[src/rtl/ebus_pkg.sv]
package ebus_pkg;

    localparam int CFG_W = 32;
    localparam int CMP_W = 16;

    // configuration word field positions
    localparam int P_HI    = 16;
    localparam int P_VALID = 0;
    localparam int P_WPROT = 8;
    localparam int P_AA    = 8;
    localparam int P_WS    = 10;
    localparam int P_WRAH  = 16;
    localparam int P_RDAH  = 18;
    localparam int P_ASET  = 20;
    localparam int P_SWSEN = 23;
    localparam int P_SWS   = 26;

    typedef struct packed {
        logic [5:0] sws;
        logic       swsen;
        logic [1:0] aset;
        logic [1:0] rdah;
        logic [1:0] wrah;
        logic [5:0] ws;
        logic       aa;
    } tim_t;

    typedef struct packed {
        logic [CMP_W-1:0] base;
        logic [CMP_W-1:0] bmask;
        logic             valid;
        logic             wprot;
        tim_t             tim;
    } win_cfg_t;

    typedef enum logic [1:0] {
        ST_IDLE  = 2'd0,
        ST_SETUP = 2'd1,
        ST_DATA  = 2'd2,
        ST_HOLD  = 2'd3
    } bus_st_t;

    typedef enum logic [1:0] {
        SEL_BASE = 2'd0,
        SEL_MASK = 2'd1,
        SEL_CTRL = 2'd2
    } cfg_sel_t;

endpackage

[src/rtl/ebus_regs.sv]
module ebus_regs
    import ebus_pkg::*;
#(
    parameter int NWIN = 6,
    localparam int IW = $clog2(NWIN)
) (
    input  logic                  clk,
    input  logic                  rst_n,
    input  logic                  cfg_we,
    input  logic [IW-1:0]         cfg_win,
    input  logic [1:0]            cfg_sel,
    input  logic [CFG_W-1:0]      cfg_wdata,
    output win_cfg_t [NWIN-1:0]   win_cfg
);

    logic cfg_unused;
    assign cfg_unused = ^{cfg_wdata[25:24], cfg_wdata[22], cfg_wdata[9], cfg_wdata[7:1]};

    for (genvar i = 0; i < NWIN; i++) begin : g_win
        win_cfg_t w_d, w_q;
        logic     wr_hit;

        assign wr_hit = cfg_we && (cfg_win == IW'(i));

        always_comb begin
            w_d = w_q;
            if (wr_hit) begin
                case (cfg_sel)
                    SEL_BASE: w_d.base = cfg_wdata[P_HI +: CMP_W];
                    SEL_MASK: begin
                        w_d.bmask = cfg_wdata[P_HI +: CMP_W];
                        w_d.wprot = cfg_wdata[P_WPROT];
                        w_d.valid = cfg_wdata[P_VALID];
                    end
                    SEL_CTRL: begin
                        w_d.tim.sws   = cfg_wdata[P_SWS +: 6];
                        w_d.tim.swsen = cfg_wdata[P_SWSEN];
                        w_d.tim.aset  = cfg_wdata[P_ASET +: 2];
                        w_d.tim.rdah  = cfg_wdata[P_RDAH +: 2];
                        w_d.tim.wrah  = cfg_wdata[P_WRAH +: 2];
                        w_d.tim.ws    = cfg_wdata[P_WS +: 6];
                        w_d.tim.aa    = cfg_wdata[P_AA];
                    end
                    default: ;
                endcase
            end
        end

        always_ff @(posedge clk or negedge rst_n) begin
            if (!rst_n) w_q <= '0;
            else        w_q <= w_d;
        end

        assign win_cfg[i] = w_q;
    end

endmodule

[src/rtl/ebus_decode.sv]
module ebus_decode
    import ebus_pkg::*;
#(
    parameter int NWIN = 6,
    localparam int IW = $clog2(NWIN)
) (
    input  win_cfg_t [NWIN-1:0] win_cfg,
    input  logic [CMP_W-1:0]    addr_hi,
    output logic                hit,
    output logic [IW-1:0]       hit_idx,
    output logic                hit_wprot,
    output tim_t                hit_tim
);

    logic [NWIN-1:0] match;

    for (genvar i = 0; i < NWIN; i++) begin : g_match
        assign match[i] = win_cfg[i].valid &&
                          (((addr_hi ^ win_cfg[i].base) & ~win_cfg[i].bmask) == '0);
    end

    // walk from the top so the lowest matching index is the one left standing
    always_comb begin
        hit       = 1'b0;
        hit_idx   = '0;
        hit_wprot = 1'b0;
        hit_tim   = '0;
        for (int i = NWIN - 1; i >= 0; i--) begin
            if (match[i]) begin
                hit       = 1'b1;
                hit_idx   = IW'(i);
                hit_wprot = win_cfg[i].wprot;
                hit_tim   = win_cfg[i].tim;
            end
        end
    end

endmodule

[src/rtl/ebus_seq.sv]
module ebus_seq
    import ebus_pkg::*;
#(
    parameter int NWIN = 6,
    parameter int AW   = 32,
    parameter int DW   = 32,
    localparam int IW  = $clog2(NWIN)
) (
    input  logic              clk,
    input  logic              rst_n,
    input  logic              req_valid,
    output logic              req_ready,
    input  logic [AW-1:0]     req_addr,
    input  logic              req_we,
    input  logic [DW-1:0]     req_wdata,
    input  logic              dec_hit,
    input  logic [IW-1:0]     dec_idx,
    input  logic              dec_wprot,
    input  tim_t              dec_tim,
    output logic              rsp_valid,
    output logic              rsp_err,
    output logic [DW-1:0]     rsp_rdata,
    output logic [AW-1:0]     bus_addr,
    output logic              bus_aoe,
    output logic [DW-1:0]     bus_dout,
    input  logic [DW-1:0]     bus_din,
    output logic [NWIN-1:0]   bus_cs_n,
    output logic              bus_oe_n,
    output logic              bus_we_n,
    input  logic              bus_ta_n
);

    typedef struct packed {
        bus_st_t       st;
        logic [5:0]    cnt;
        logic          we;
        logic [AW-1:0] addr;
        logic [DW-1:0] wdata;
        logic [IW-1:0] widx;
        tim_t          tim;
        logic [DW-1:0] rdata;
        logic          rsp_v;
        logic          rsp_e;
        logic          last_v;
        logic [IW-1:0] last_i;
    } seq_t;

    seq_t d, q;

    function automatic logic [5:0] wait_of(input tim_t t, input logic same);
        return (t.swsen && same) ? t.sws : t.ws;
    endfunction

    function automatic logic [2:0] hold_of(input tim_t t, input logic wr);
        if (wr)        return {1'b0, t.wrah} + 3'd1;
        else if (t.aa) return {1'b0, t.rdah};
        else           return {1'b0, t.rdah} + 3'd1;
    endfunction

    logic       refuse;
    logic       same_new;
    logic       same_cur;
    logic       data_ack;
    logic [2:0] hold_len;

    assign refuse   = !dec_hit || (req_we && dec_wprot);
    assign same_new = q.last_v && (q.last_i == dec_idx);
    assign same_cur = q.last_v && (q.last_i == q.widx);
    assign data_ack = (q.st == ST_DATA) && (q.cnt == '0) && (q.tim.aa || !bus_ta_n);
    assign hold_len = hold_of(q.tim, q.we);

    always_comb begin
        d       = q;
        d.rsp_v = 1'b0;
        case (q.st)
            ST_IDLE: begin
                if (req_valid) begin
                    if (refuse) begin
                        d.rsp_v = 1'b1;
                        d.rsp_e = 1'b1;
                    end else begin
                        d.rsp_e = 1'b0;
                        d.we    = req_we;
                        d.addr  = req_addr;
                        d.wdata = req_wdata;
                        d.widx  = dec_idx;
                        d.tim   = dec_tim;
                        if (dec_tim.aset != 2'd0) begin
                            d.st  = ST_SETUP;
                            d.cnt = {4'd0, dec_tim.aset} - 6'd1;
                        end else begin
                            d.st  = ST_DATA;
                            d.cnt = wait_of(dec_tim, same_new);
                        end
                    end
                end
            end
            ST_SETUP: begin
                if (q.cnt == '0) begin
                    d.st  = ST_DATA;
                    d.cnt = wait_of(q.tim, same_cur);
                end else begin
                    d.cnt = q.cnt - 6'd1;
                end
            end
            ST_DATA: begin
                if (data_ack) begin
                    if (!q.we) d.rdata = bus_din;
                    d.last_v = 1'b1;
                    d.last_i = q.widx;
                    if (hold_len == 3'd0) begin
                        d.st    = ST_IDLE;
                        d.rsp_v = 1'b1;
                    end else begin
                        d.st  = ST_HOLD;
                        d.cnt = {3'd0, hold_len} - 6'd1;
                    end
                end else if (q.cnt != '0) begin
                    d.cnt = q.cnt - 6'd1;
                end
            end
            ST_HOLD: begin
                if (q.cnt == '0) begin
                    d.st    = ST_IDLE;
                    d.rsp_v = 1'b1;
                end else begin
                    d.cnt = q.cnt - 6'd1;
                end
            end
            default: d.st = ST_IDLE;
        endcase
    end

    always_ff @(posedge clk or negedge rst_n) begin
        if (!rst_n) q <= '0;
        else        q <= d;
    end

    assign req_ready = (q.st == ST_IDLE);
    assign rsp_valid = q.rsp_v;
    assign rsp_err   = q.rsp_e;
    assign rsp_rdata = q.rdata;
    assign bus_addr  = q.addr;
    assign bus_aoe   = (q.st != ST_IDLE);
    assign bus_dout  = q.wdata;
    assign bus_oe_n  = !((q.st == ST_DATA) && !q.we);
    assign bus_we_n  = !((q.st == ST_DATA) && q.we);

    for (genvar i = 0; i < NWIN; i++) begin : g_cs
        assign bus_cs_n[i] = !((q.st == ST_DATA) && (q.widx == IW'(i)));
    end

endmodule

[src/rtl/ebus_csctl.sv]
module ebus_csctl
    import ebus_pkg::*;
#(
    parameter int NWIN = 6,
    parameter int AW   = 32,
    parameter int DW   = 32,
    localparam int IW  = $clog2(NWIN)
) (
    input  logic              clk,
    input  logic              rst_n,
    input  logic              cfg_we,
    input  logic [IW-1:0]     cfg_win,
    input  logic [1:0]        cfg_sel,
    input  logic [CFG_W-1:0]  cfg_wdata,
    input  logic              req_valid,
    output logic              req_ready,
    input  logic [AW-1:0]     req_addr,
    input  logic              req_we,
    input  logic [DW-1:0]     req_wdata,
    output logic              rsp_valid,
    output logic              rsp_err,
    output logic [DW-1:0]     rsp_rdata,
    output logic [AW-1:0]     bus_addr,
    output logic              bus_aoe,
    output logic [DW-1:0]     bus_dout,
    input  logic [DW-1:0]     bus_din,
    output logic [NWIN-1:0]   bus_cs_n,
    output logic              bus_oe_n,
    output logic              bus_we_n,
    input  logic              bus_ta_n
);

    win_cfg_t [NWIN-1:0] win_cfg;
    logic                dec_hit;
    logic [IW-1:0]       dec_idx;
    logic                dec_wprot;
    tim_t                dec_tim;

    ebus_regs #(.NWIN(NWIN)) u_regs (
        .clk       (clk),
        .rst_n     (rst_n),
        .cfg_we    (cfg_we),
        .cfg_win   (cfg_win),
        .cfg_sel   (cfg_sel),
        .cfg_wdata (cfg_wdata),
        .win_cfg   (win_cfg)
    );

    ebus_decode #(.NWIN(NWIN)) u_dec (
        .win_cfg   (win_cfg),
        .addr_hi   (req_addr[AW-1 -: CMP_W]),
        .hit       (dec_hit),
        .hit_idx   (dec_idx),
        .hit_wprot (dec_wprot),
        .hit_tim   (dec_tim)
    );

    ebus_seq #(.NWIN(NWIN), .AW(AW), .DW(DW)) u_seq (
        .clk       (clk),
        .rst_n     (rst_n),
        .req_valid (req_valid),
        .req_ready (req_ready),
        .req_addr  (req_addr),
        .req_we    (req_we),
        .req_wdata (req_wdata),
        .dec_hit   (dec_hit),
        .dec_idx   (dec_idx),
        .dec_wprot (dec_wprot),
        .dec_tim   (dec_tim),
        .rsp_valid (rsp_valid),
        .rsp_err   (rsp_err),
        .rsp_rdata (rsp_rdata),
        .bus_addr  (bus_addr),
        .bus_aoe   (bus_aoe),
        .bus_dout  (bus_dout),
        .bus_din   (bus_din),
        .bus_cs_n  (bus_cs_n),
        .bus_oe_n  (bus_oe_n),
        .bus_we_n  (bus_we_n),
        .bus_ta_n  (bus_ta_n)
    );

endmodule

[config.mk]
export PLATFORM = sky130hd
export DESIGN_NAME = ebus_csctl
export DESIGN_NICKNAME = d
export VERILOG_FILES = /design/src/rtl/ebus_pkg.sv /design/src/rtl/ebus_regs.sv /design/src/rtl/ebus_decode.sv /design/src/rtl/ebus_seq.sv /design/src/rtl/ebus_csctl.sv
export SDC_FILE = /design/constraint.sdc
export NUM_CORES = 1
export LEC_CHECK = 0
export BUFFER_PORTS_ARGS = -buffer_cell sky130_fd_sc_hd__buf_2
export CORE_AREA = 5 5 225 227
export DETAILED_ROUTE_END_ITERATION = 10
export DIE_AREA = 0 0 230 232
export GPL_TIMING_DRIVEN = 1
export RECOVER_POWER = 50
export SLEW_MARGIN = 10
export SYNTH_ARGS = -nofsm -noshare
export SYNTH_HDL_FRONTEND = slang
export SYNTH_SLANG_ARGS = --single-unit
[constraint.sdc]
create_clock -name clk -period 7.9 [get_ports clk]
set_clock_uncertainty 0.2 [all_clocks]
set_input_delay 1.185 -clock clk [delete_from_list [all_inputs] [get_ports clk]]
set_output_delay 1.185 -clock clk [all_outputs]
set_load 0.03 [all_outputs]
==> metrics.md <==
| Metric | Value |
|---|---|
| Status | complete, but fails checks |
| Failing checks | max-capacitance violations, max-slew violations |
| Post-synthesis register bit count | 456 |
| Worst r2r path cells | 10 |
| Die X-Extent | 230 µm |
| Aggregate global routing overflow | 0 |
| Top sig layer | met5 |
| Skew-Pair Late Insertion Delay | 600 ps |
| Syn Inst Count | 1688 |
| Setup Buffers After CTS | 0 |
| Max VDD drop | 0.0001460 V |
| Maxcap violations | 2 |
| DRC errors left | 0 |
| Placed cells | 2372 |
| Layout Nets | 1948 |
| Vias/cell | 5.571 |
| Mapped Area | 21390 µm² |
| Non-filler instance count after layout | 2466 |
| CP Data Required Time | 8210 ps |
| RR Endpoint | u_seq.bus_dout[22] |
| WL met2 | 25.30 mm |
| Core Util, Final | 49.41% |
| Endpoint class of the critical path | flip-flop |
| Worst hold-check slack | 267.1 ps |
| Fillers | 4327 |
| Switching power share of the total | 24.85% |
| CP Launch Point | req_addr[27] |
| Setup WS post-layout | 2943 ps |
| Critical path data arrival time | 5270 ps |
| Post-synth top flop | dfrtp_1 |
| Top post-synthesis cells by area | dfrtp_1, mux2_2, xnor2_1, buf_4, o22ai_1 |
| First DRT Iteration DRCs | 782 |
| Largest net degree at the start of global routing | 200 |
| # IOs | 247 |
| Worst Hold Depth | 2 |
| Syn avg cell area | 12.67 µm² |
| Via Count | 13737 |
| Row Count | 81 |
| Placed Area | 22340 µm² |
| Vias in the first global route | 13932 |
| Setup violators final | 0 |
| Critical path's top delay family | simple AND/OR/NAND/NOR gates |
| WHS Endpoint | u_seq.q[55] |
| Root Buffer | clkbuf_16 |
| Sequential power share | 47.5% |
| GPL Wtd Cong | 0.8147 |
| Max transition margin | -128.0% |
| H-tree depth | 2 |
| Die ar. | 53360 µm² |
| Crit path max-delay cell type | nor4_1 |
| Cts hold-fix bufs | 0 |
| Share of cells above drive strength 1 | 38.07% |
| CTS tree | done |
| Port bufs | 238 |
| Met1 WL | 24.43 mm |
| TritonRoute pass-1 iters | 5 |
| ANT nets after route | 0 |
| Hpwl dp | 36.23 mm |
| Design Power | 6.007 mW |
| Setup TNS | 0 ps |
| Final Hold Vio Count | 0 |
| Tightest Pin Transition | 3420 ps |
| Largest area contributor in the netlist | dfrtp_1 |
| Clock share of power | 40.0% |
| Combinational power share | 12.5% |
| Fmax | 201.7 MHz |
| Worst Hold Class | flip-flop to flip-flop |
| Synthesis-to-layout area growth | 11.89% |
| Gr usage total | 20.43% |
| Cell with the most instances after synthesis | dfrtp_1 |
| Syn nets | 1832 |
| Clk buf depth | 3 |
| Yosys warns | 0 |
| Worst Path Buf+Inv | 1 |
| Slew Viols, Final | 189 |
| CP max stage delay | 910 ps |
| Post-synth ARST share | 100.0% |
| Min-Delay Startpoint | u_seq.q[55] |
| PD cells | 251.0 nW/µm² |
| Cell-internal power | 4.514 mW |
| Worst r2r src | u_regs.win_cfg[316] |
| # resized after CTS | 0 |
| Clock slew at the register clock pins of the worst setup and hold paths | 60 ps |
| Setup CP Type | input pin to flip-flop |
| Dpl ws | 2412 ps |
| Crit Path Max Fanout | 13 |
| Top cell type's share of synthesized area | 53.35% |
| Unrepaired setup endpoints after global routing | false |
| Number of synthesized flops with an enable pin | 0 |
| Most frequent cells after synthesis | dfrtp_1, mux2_2, buf_4, xnor2_1, nor2_1 |
| Inserted Diodes | 0 |
| Leak | 10.98 nW |
| DIE HEIGHT | 232 µm |
| Final Cell Area | 23930 µm² |
| Period utilization | 62.75% |
| Total CTS buffers | 51 |
| Post-synthesis sequential area ratio | 53.35% |
| R2r setup slk | 3470 ps |
| Clk sinks | 456 |
| WL final | 55.06 mm |
| Net Sw Power | 1.492 mW |
| Synth unique cells | 75 |
| Core Area | 48440 µm² |
| First-pass GRT wire length | 84.82 mm |
| Initial Utilization | 44.16% |
| CP cell instances | buf_2 -> xnor2_1 -> o22ai_1 -> nor4_1 -> nand3_1 -> o21ai_0 -> a21oi_1 -> a211oi_1 -> nor2_1 -> o211a_1 -> a211oi_2 |
| Crit start category | input pin |
| Initial antenna violation count | 2 |
| Tmin final | 4957 ps |
| Wire per inst | 22.33 µm |
| Met3 routed WL | 3.609 mm |
==> placed cells by master (no fill, tap or decap), drive strengths merged, types with 5 or more instances in the layout <==
cell type,n
a31oi,15
mux2,431
inv,8
clkinv,9
nor2b,6
xnor2,101
a211oi,9
nor4,17
buf,169
a21oi,30
nand4b,5
mux2i,10
and3,8
clkbuf,165
ha,5
o211ai,10
dfrtp,456
o21ai,48
nor3,19
a21o,5
nand2b,5
a221o,6
nand3,27
nand2,66
o22ai,65
nor2,86
==> worst min-delay path, cell delays in order (launching register included) <==
cell and delay, ps:
dfrtp_1 340, nand2_1 50, nand2_1 50
==> kinds of logic (layout without fill, tap and decap cells) <==
kind of cell    Yosys count  count (layout)  share of synthesized area [%]
mux                     441             441                          23.33
compound gates          224             224                          7.031
flops                   456             456                          53.35
simple gates            259             259                          5.908
buf+inv                 198             354                          5.721
fa+ha+maj                 5               5                         0.2925
xor+xnor                105             105                          4.369
==> routing by layer <==
layer | global-route usage (%) | up-vias
met5 | 0 | -
met4 | 6.034 | 2
met3 | 4.047 | 111
met2 | 32.92 | 432
met1 | 28.32 | 6993
li1 | - | 6199
==> final cells by class <==
type / instances / area, µm² / area share (%)
timing repair buffer: 254 / 1216 / 5.081
sequential: 456 / 11410 / 47.68
clock inverter: 13 / 132.6 / 0.5541
inverter: 7 / 26.28 / 0.1098
multi-input combinational: 1034 / 8773 / 36.66
tap: 622 / 778.2 / 3.252
clock buffer: 80 / 1597 / 6.670
==> power groups by stage <==
stage	logic, mW	registers [mW]	clock network [mW]
floorplan	0.547	2.84	0
global placement	0.738	2.87	0
detailed placement	0.758	2.89	0
CTS	0.762	2.85	2.46
global route	0.830	2.89	2.55
finish	0.753	2.85	2.40
==> state kept, by name, summed over array words and instances, names as in the netlist <==
register,count
u_seq.q,34
u_seq.rsp_valid,1
u_regs.win_cfg,324
u_seq.rsp_err,1
u_seq.rsp_rdata,32
u_seq.bus_addr,32
u_seq.bus_dout,32
==> how the worst max path moves through the flow <==
stage | cells past startpoint | slack, ps | to
after global routing | 2 | 2310 | u_regs.win_cfg[198]
after CTS | 10 | 3030 | u_seq.bus_addr[31]
after global placement | 10 | 2430 | u_seq.bus_addr[31]
final | 11 | 2940 | u_seq.q[131]
after floorplan | 12 | 4030 | u_seq.q[130]
after detailed placement | 11 | 2410 | u_seq.bus_addr[5]
Note: power is estimated with default switching activity, not from simulation.
